[config.mk]
export PLATFORM = sky130hd
export DESIGN_NAME = spi_cs_master
export DESIGN_NICKNAME = d
export VERILOG_FILES = /design/src/rtl/spi_cs_pkg.sv /design/src/rtl/spi_cs_clkgen.sv /design/src/rtl/spi_cs_shifter.sv /design/src/rtl/spi_cs_master.sv
export SDC_FILE = /design/constraint.sdc
export NUM_CORES = 1
export LEC_CHECK = 0
export BUFFER_PORTS_ARGS = -buffer_cell sky130_fd_sc_hd__buf_2
export CAP_MARGIN = 20
export CORE_AREA = 2 2 109 111
export CTS_CLUSTER_SIZE = 10
export DETAILED_ROUTE_END_ITERATION = 12
export DIE_AREA = 0 0 111 113
export GPL_ROUTABILITY_DRIVEN = 0
export MAX_ROUTING_LAYER = met4
export PLACE_DENSITY = 0.86
export SLEW_MARGIN = 10
export SYNTH_ARGS = -nofsm -noshare
export SYNTH_HDL_FRONTEND = slang
export SYNTH_SLANG_ARGS = --single-unit
[constraint.sdc]
create_clock -name clk -period 6.8 [get_ports clk]
set_input_delay 1.02 -clock clk [delete_from_list [all_inputs] [get_ports clk]]
set_output_delay 1.02 -clock clk [all_outputs]
set_load 0.005 [all_outputs]
[src/rtl/spi_cs_pkg.sv]
package spi_cs_pkg;

  typedef enum logic [1:0] {
    PH_IDLE,
    PH_LEAD,
    PH_HIGH,
    PH_LOW
  } phase_e;

  // Reference cycles spent with the serial clock low in one period.
  function automatic int unsigned low_len(input int unsigned div);
    if (div == 0)       return 1;
    else if (div[0])    return (div + 1) / 2;
    else                return div / 2;
  endfunction

  // Reference cycles spent with the serial clock high in one period.
  function automatic int unsigned high_len(input int unsigned div);
    if (div == 0)       return 1;
    else if (div[0])    return (div + 1) / 2;
    else                return div / 2 + 1;
  endfunction

  // Bits per word actually used for a requested length.
  function automatic int unsigned clamp_len(input int unsigned req,
                                            input int unsigned maxw);
    if (req < 4)        return 4;
    else if (req > maxw) return maxw;
    else                return req;
  endfunction

endpackage

[src/rtl/spi_cs_clkgen.sv]
module spi_cs_clkgen
  import spi_cs_pkg::*;
#(
  parameter int DIV_W = 8,
  parameter int LEN_W = 6
) (
  input  logic             clk,
  input  logic             rst_n,
  input  logic             start,
  input  logic [DIV_W-1:0] div,
  input  logic [LEN_W-1:0] len_eff,
  output logic             busy,
  output logic             sclk,
  output logic             ss_n,
  output logic             load_ev,
  output logic             rise_ev,
  output logic             fall_ev,
  output logic             done
);

  localparam int CW = DIV_W;

  phase_e           ph;
  logic [CW-1:0]    cnt;
  logic [CW-1:0]    lo_q;
  logic [CW-1:0]    hi_q;
  logic [LEN_W-1:0] bits_left;
  logic             fs_q;
  logic             sclk_q;
  logic             done_q;

  logic [CW-1:0]    lo_now;
  logic [CW-1:0]    hi_now;
  logic             phase_end;
  logic             fin_ev;

  assign lo_now    = CW'(low_len(32'(div)));
  assign hi_now    = CW'(high_len(32'(div)));
  assign phase_end = (cnt == '0);

  assign load_ev = (ph == PH_IDLE) && start;
  assign rise_ev = phase_end && ((ph == PH_LEAD) ||
                                 ((ph == PH_LOW) && (bits_left != '0)));
  assign fall_ev = phase_end && (ph == PH_HIGH);
  assign fin_ev  = phase_end && (ph == PH_LOW) && (bits_left == '0);

  always_ff @(posedge clk or negedge rst_n) begin
    if (!rst_n) begin
      ph        <= PH_IDLE;
      cnt       <= '0;
      lo_q      <= '0;
      hi_q      <= '0;
      bits_left <= '0;
      fs_q      <= 1'b0;
      sclk_q    <= 1'b0;
      done_q    <= 1'b0;
    end else begin
      done_q <= 1'b0;
      case (ph)
        PH_IDLE: begin
          if (load_ev) begin
            ph        <= PH_LEAD;
            fs_q      <= 1'b1;
            cnt       <= lo_now - 1'b1;
            lo_q      <= lo_now;
            hi_q      <= hi_now;
            bits_left <= len_eff;
          end
        end
        PH_LEAD, PH_LOW: begin
          if (fin_ev) begin
            ph     <= PH_IDLE;
            fs_q   <= 1'b0;
            done_q <= 1'b1;
          end else if (rise_ev) begin
            ph        <= PH_HIGH;
            sclk_q    <= 1'b1;
            cnt       <= hi_q - 1'b1;
            bits_left <= bits_left - 1'b1;
          end else begin
            cnt <= cnt - 1'b1;
          end
        end
        PH_HIGH: begin
          if (fall_ev) begin
            ph     <= PH_LOW;
            sclk_q <= 1'b0;
            cnt    <= lo_q - 1'b1;
          end else begin
            cnt <= cnt - 1'b1;
          end
        end
        default: ph <= PH_IDLE;
      endcase
    end
  end

  // Internal frame sync is active high; the pin is its inverse.
  assign ss_n = ~fs_q;
  assign sclk = sclk_q;
  assign busy = (ph != PH_IDLE);
  assign done = done_q;

  // Phase-length and pulse-count observers for the assertions below.
  logic [CW:0]      hi_run;
  logic [CW:0]      lo_run;
  logic [LEN_W-1:0] rise_cnt;
  logic [LEN_W-1:0] len_q;

  always_ff @(posedge clk or negedge rst_n) begin
    if (!rst_n) begin
      hi_run   <= '0;
      lo_run   <= '0;
      rise_cnt <= '0;
      len_q    <= '0;
    end else begin
      if (load_ev) begin
        lo_run   <= 1;
        rise_cnt <= '0;
        len_q    <= len_eff;
      end else if (fall_ev) begin
        lo_run <= 1;
      end else if (!sclk_q) begin
        lo_run <= lo_run + 1'b1;
      end
      if (rise_ev) begin
        hi_run   <= 1;
        rise_cnt <= rise_cnt + 1'b1;
      end else if (sclk_q) begin
        hi_run <= hi_run + 1'b1;
      end
    end
  end


  high_len_chk: assert property (@(posedge clk) disable iff (!rst_n)
    fall_ev |-> (hi_run == {1'b0, hi_q}));


  low_len_chk: assert property (@(posedge clk) disable iff (!rst_n)
    rise_ev |-> (lo_run == {1'b0, lo_q}));


  pulse_count_chk: assert property (@(posedge clk) disable iff (!rst_n)
    fin_ev |-> (rise_cnt == len_q));

endmodule

[src/rtl/spi_cs_shifter.sv]
module spi_cs_shifter #(
  parameter int MAX_LEN = 32,
  parameter int LEN_W   = 6
) (
  input  logic               clk,
  input  logic               rst_n,
  input  logic               load_ev,
  input  logic               rise_ev,
  input  logic               fall_ev,
  input  logic [MAX_LEN-1:0] tx_word,
  input  logic [LEN_W-1:0]   len_eff,
  input  logic               miso,
  output logic               mosi,
  output logic [MAX_LEN-1:0] rx_word
);

  logic [MAX_LEN-1:0] tx_sh;
  logic [MAX_LEN-1:0] rx_sh;

  always_ff @(posedge clk or negedge rst_n) begin
    if (!rst_n) begin
      tx_sh <= '0;
      rx_sh <= '0;
    end else begin
      if (load_ev) begin
        // Left-align the active bits so the MSB sits at the top.
        tx_sh <= tx_word << (MAX_LEN - int'(len_eff));
        rx_sh <= '0;
      end else begin
        if (fall_ev) tx_sh <= {tx_sh[MAX_LEN-2:0], 1'b0};
        if (rise_ev) rx_sh <= {rx_sh[MAX_LEN-2:0], miso};
      end
    end
  end

  assign mosi    = tx_sh[MAX_LEN-1];
  assign rx_word = rx_sh;

endmodule

[src/rtl/spi_cs_master.sv]
module spi_cs_master
  import spi_cs_pkg::*;
#(
  parameter  int MAX_LEN = 32,
  parameter  int DIV_W   = 8,
  localparam int LEN_W   = $clog2(MAX_LEN + 1)
) (
  input  logic               clk,
  input  logic               rst_n,
  input  logic               start,
  input  logic [MAX_LEN-1:0] tx_data,
  input  logic [LEN_W-1:0]   word_len,
  input  logic [DIV_W-1:0]   clk_div,
  input  logic               miso,
  output logic               busy,
  output logic               done,
  output logic [MAX_LEN-1:0] rx_data,
  output logic               sclk,
  output logic               ss_n,
  output logic               mosi
);

  logic [LEN_W-1:0] len_eff;
  logic             load_ev;
  logic             rise_ev;
  logic             fall_ev;

  assign len_eff = LEN_W'(clamp_len(32'(word_len), MAX_LEN));

  spi_cs_clkgen #(
    .DIV_W (DIV_W),
    .LEN_W (LEN_W)
  ) u_clkgen (
    .clk     (clk),
    .rst_n   (rst_n),
    .start   (start),
    .div     (clk_div),
    .len_eff (len_eff),
    .busy    (busy),
    .sclk    (sclk),
    .ss_n    (ss_n),
    .load_ev (load_ev),
    .rise_ev (rise_ev),
    .fall_ev (fall_ev),
    .done    (done)
  );

  spi_cs_shifter #(
    .MAX_LEN (MAX_LEN),
    .LEN_W   (LEN_W)
  ) u_shifter (
    .clk     (clk),
    .rst_n   (rst_n),
    .load_ev (load_ev),
    .rise_ev (rise_ev),
    .fall_ev (fall_ev),
    .tx_word (tx_data),
    .len_eff (len_eff),
    .miso    (miso),
    .mosi    (mosi),
    .rx_word (rx_data)
  );


  idle_clock_low_chk: assert property (@(posedge clk) disable iff (!rst_n)
    !busy |-> !sclk);


  select_held_chk: assert property (@(posedge clk) disable iff (!rst_n)
    busy |-> !ss_n);


  done_release_chk: assert property (@(posedge clk) disable iff (!rst_n)
    done |-> (ss_n && !busy));


  release_has_done_chk: assert property (@(posedge clk) disable iff (!rst_n)
    $rose(ss_n) |-> done);


  select_lead_chk: assert property (@(posedge clk) disable iff (!rst_n)
    $fell(ss_n) |-> (busy && !sclk));


  mosi_edge_chk: assert property (@(posedge clk) disable iff (!rst_n)
    !$stable(mosi) |-> ($fell(sclk) || $fell(ss_n)));

endmodule

==> summary.txt <==
Crit path kind - primary input to register
Num rows - 39
Critical path startpoint category - primary input
WL per Instance - 18.5 µm
Final ANT Viol Nets - 0
Most frequent cell after synthesis - nand2_1
Gate Count Post-Synth - 889
Outcome - complete, no violations
Multi-input gate area - 0.00438 mm²
Top cell type's share of synthesized area - 34.6%
Worst Hold End - u_shifter.tx_sh[2]
Total negative slack - 0 ns
Clock latency on the worst-skew pair - 0.35 ns
Setup violations, final - 0
Initial DRT Pass Iterations - 6
Register Area - 0.00248 mm²
Most common cell on crit path - buf_4
Net count of the mapped netlist - 950
Yosys cell types - 67
Vias in the first global route - 6577
TritonCTS clock tree - yes
Met2 Track Usage GR - 47.3%
Post-Route Utilization - 70.7%
Placed Cells - 1068
Min-Delay Path Class - register to register
Vias per cell - 6.66
Die area - 0.0125 mm²
Seq/Total Area, Yosys - 34.6%
Fin cells - 1086
Post-synth EDFFs - 0
FF-to-FF setup slack - 3.39 ns
Inserted Diodes - 0
Initial antenna violation count - 0
Worst Setup End Kind - register
Die Y - 113 µm
CP max stage cell - ha_1
Worst vdd ir - 194 µV
Remaining Overflow, GRT - 0
Max stage delay on crit path - 0.79 ns
FF-to-FF path depth - 7
Initial Utilization - 63.5%
Total Nets Final - 999
Via count - 7238
PnR Total Power - 2700 µW
Top cells by count, synth - 173 x nand2_1, 99 x dfrtp_1, 73 x o21ai_0
FILL cells - 897
Ys Warns - 0
Synth Area per Inst - 8.05 µm²
Top post-synthesis cells by area - dfrtp_1 35%, nand2_1 9.1%, mux2i_1 7.1%
P&R area growth vs syn - 11.4%
DRT iter0 DRCs - 879
Post-cts sizing count - 0
Yosys reg bits - 99
Top delay family on crit path - buffers and inverters
Total GRT Usage - 33.4%
Relative slew slack - 36.9%
CP Max Fanout - 37
Hold depth - 1
Reg2Reg Launch Point - u_clkgen.cnt[5]
Reg2reg end - u_shifter.tx_sh[25]
First-pass GRT wire length - 33.2 mm
RSZ-0062 raised after global routing - no
Final HPWL DP - 14.3 mm
Port bufs - 86
GR Layer Usage met3 - 6.48%
Worst hold path startpoint - u_shifter.tx_sh[2]
Minimum clock period - 4.42 ns
H-tree level count - 3
DRT Wirelength - 20.1 mm
Synth async-reset ratio - 100%
Bufs on Longest Clock Path - 2
Largest net degree at the start of global routing - 83
Cell taking the most area after synthesis - dfrtp_1
Share of layout cells above drive strength 1 - 15.9%
Layout Skew - 0.00777 ns
Static Leak - 0.00343 µW
Worst Path Arrival - 4.68 ns
Clk slew on worst S/H paths - 0.08 ns
CTS buffer count - 9
Final Slew Violations - 0
Core Region - 0.0113 mm²
Part of the cycle the worst path needs - 65.0%
Power Density - 339 mW/mm²
Fmax achieved - 0.226 GHz
DRC Markers - 0
Synth Cell Area - 0.00716 mm²
Final instance area - 0.00797 mm²
Setup bufs post-CTS - 0
Required @ worst endpoint - 7.06 ns
Hold Fails Final Rpt - 0
Clk sink count - 99
Cells along the critical path - buf_2 -> nand2b_1 -> nor2_4 -> buf_4 -> inv_2 -> ha_1 -> buf_4 -> nand2_1 -> o311ai_0 -> mux2i_1 -> o221ai_1
Commonest register cell after synthesis - dfrtp_1
Die width - 111 µm
CTS root buf - clkbuf_16
WP buf/inv - 4
Max capacitance violation total - 0
Area after DPL - 0.00763 mm²
Hold Buf Count CTS - 0
Busiest grt layer - met2
Grt met1 use - 47.1%
I/O pin cnt - 87
Worst Max-Slew Pin Slew - 0.946 ns
[report_power, final]
part           total (µW)  switching (µW)  internal, µW
Combinational        1120             620           495
Sequential           1070             239           831
Clock                 514             254           261
Total                2700            1110          1590
[area by class of cell]
| type | count | area share, % |
|---|---|---|
| tap | 143 | 2.24 |
| timing repair buffer | 100 | 7.09 |
| sequential | 99 | 31.1 |
| clock buffer | 9 | 2.82 |
| multi-input combinational | 709 | 54.9 |
| clock inverter | 7 | 0.973 |
| inverter | 19 | 0.894 |
[state kept, by name, indices dropped and copies added, names as in the netlist, named ones only]
register / cells
u_clkgen.fs_q: 1
u_clkgen.lo_q: 8
u_shifter.rx_word: 32
u_clkgen.bits_left: 6
u_clkgen.cnt: 8
u_clkgen.ph: 1
u_clkgen.sclk: 1
u_clkgen.hi_q: 8
u_clkgen.done: 1
u_shifter.tx_sh: 32
[layout by cell type (no fill, tap or decap), types with 6 or more instances in the layout]
cell,n
a211oi_1,10
a21oi_1,69
a22o_1,9
a22oi_1,6
a31oi_1,8
and3_1,13
buf_2,85
buf_4,13
clkbuf_16,9
dfrtp_1,99
ha_1,11
inv_1,17
mux2_2,12
mux2i_1,51
nand2_1,172
nand2b_1,7
nand3_1,21
nand4_1,7
nor2_1,45
nor2b_1,7
nor3_1,19
o211ai_1,12
o21ai_0,73
o221ai_1,6
o22ai_1,23
o31ai_1,9
xnor2_1,17
xor2_1,15
[routing by layer]
layer	part of all wire (%)	vias to the layer above
met4	4.5	0
li1	-	3339
met3	10	89
met1	43	3352
met2	42	458
met5	0	-
[kinds of logic after synthesis]
kind of cell | Yosys count | synth area share (%)
AOI/OAI and AO/OA | 275 | 24.5
xor gates and xnor gates | 32 | 3.92
adders and majority gates | 11 | 1.92
buffers and inverters | 81 | 4.48
DFF | 99 | 34.6
muxes | 65 | 9.65
and+or+nand+nor | 326 | 20.9
[metrics by stage]
stage / setup WS [ns] / hold slack [ns]
floorplan: 2.94 / 0.459
global placement: 2.26 / 0.454
detailed placement: 2.11 / 0.479
CTS: 2.49 / 0.495
global route: 2.12 / 0.518
finish: 2.38 / 0.497
[how the worst max path moves through the flow]
stage | from | cells past startpoint | to
6_report | word_len[5] | 11 | u_shifter.tx_sh[31]
5_1_grt | word_len[5] | 11 | u_shifter.tx_sh[31]
4_1_cts | word_len[5] | 11 | u_shifter.tx_sh[31]
3_5_place_dp | word_len[5] | 11 | u_shifter.tx_sh[31]
3_3_place_gp | word_len[5] | 11 | u_shifter.tx_sh[31]
2_1_floorplan | word_len[5] | 13 | u_shifter.tx_sh[26]
No activity file was read; power rests on OpenSTA's default activity.
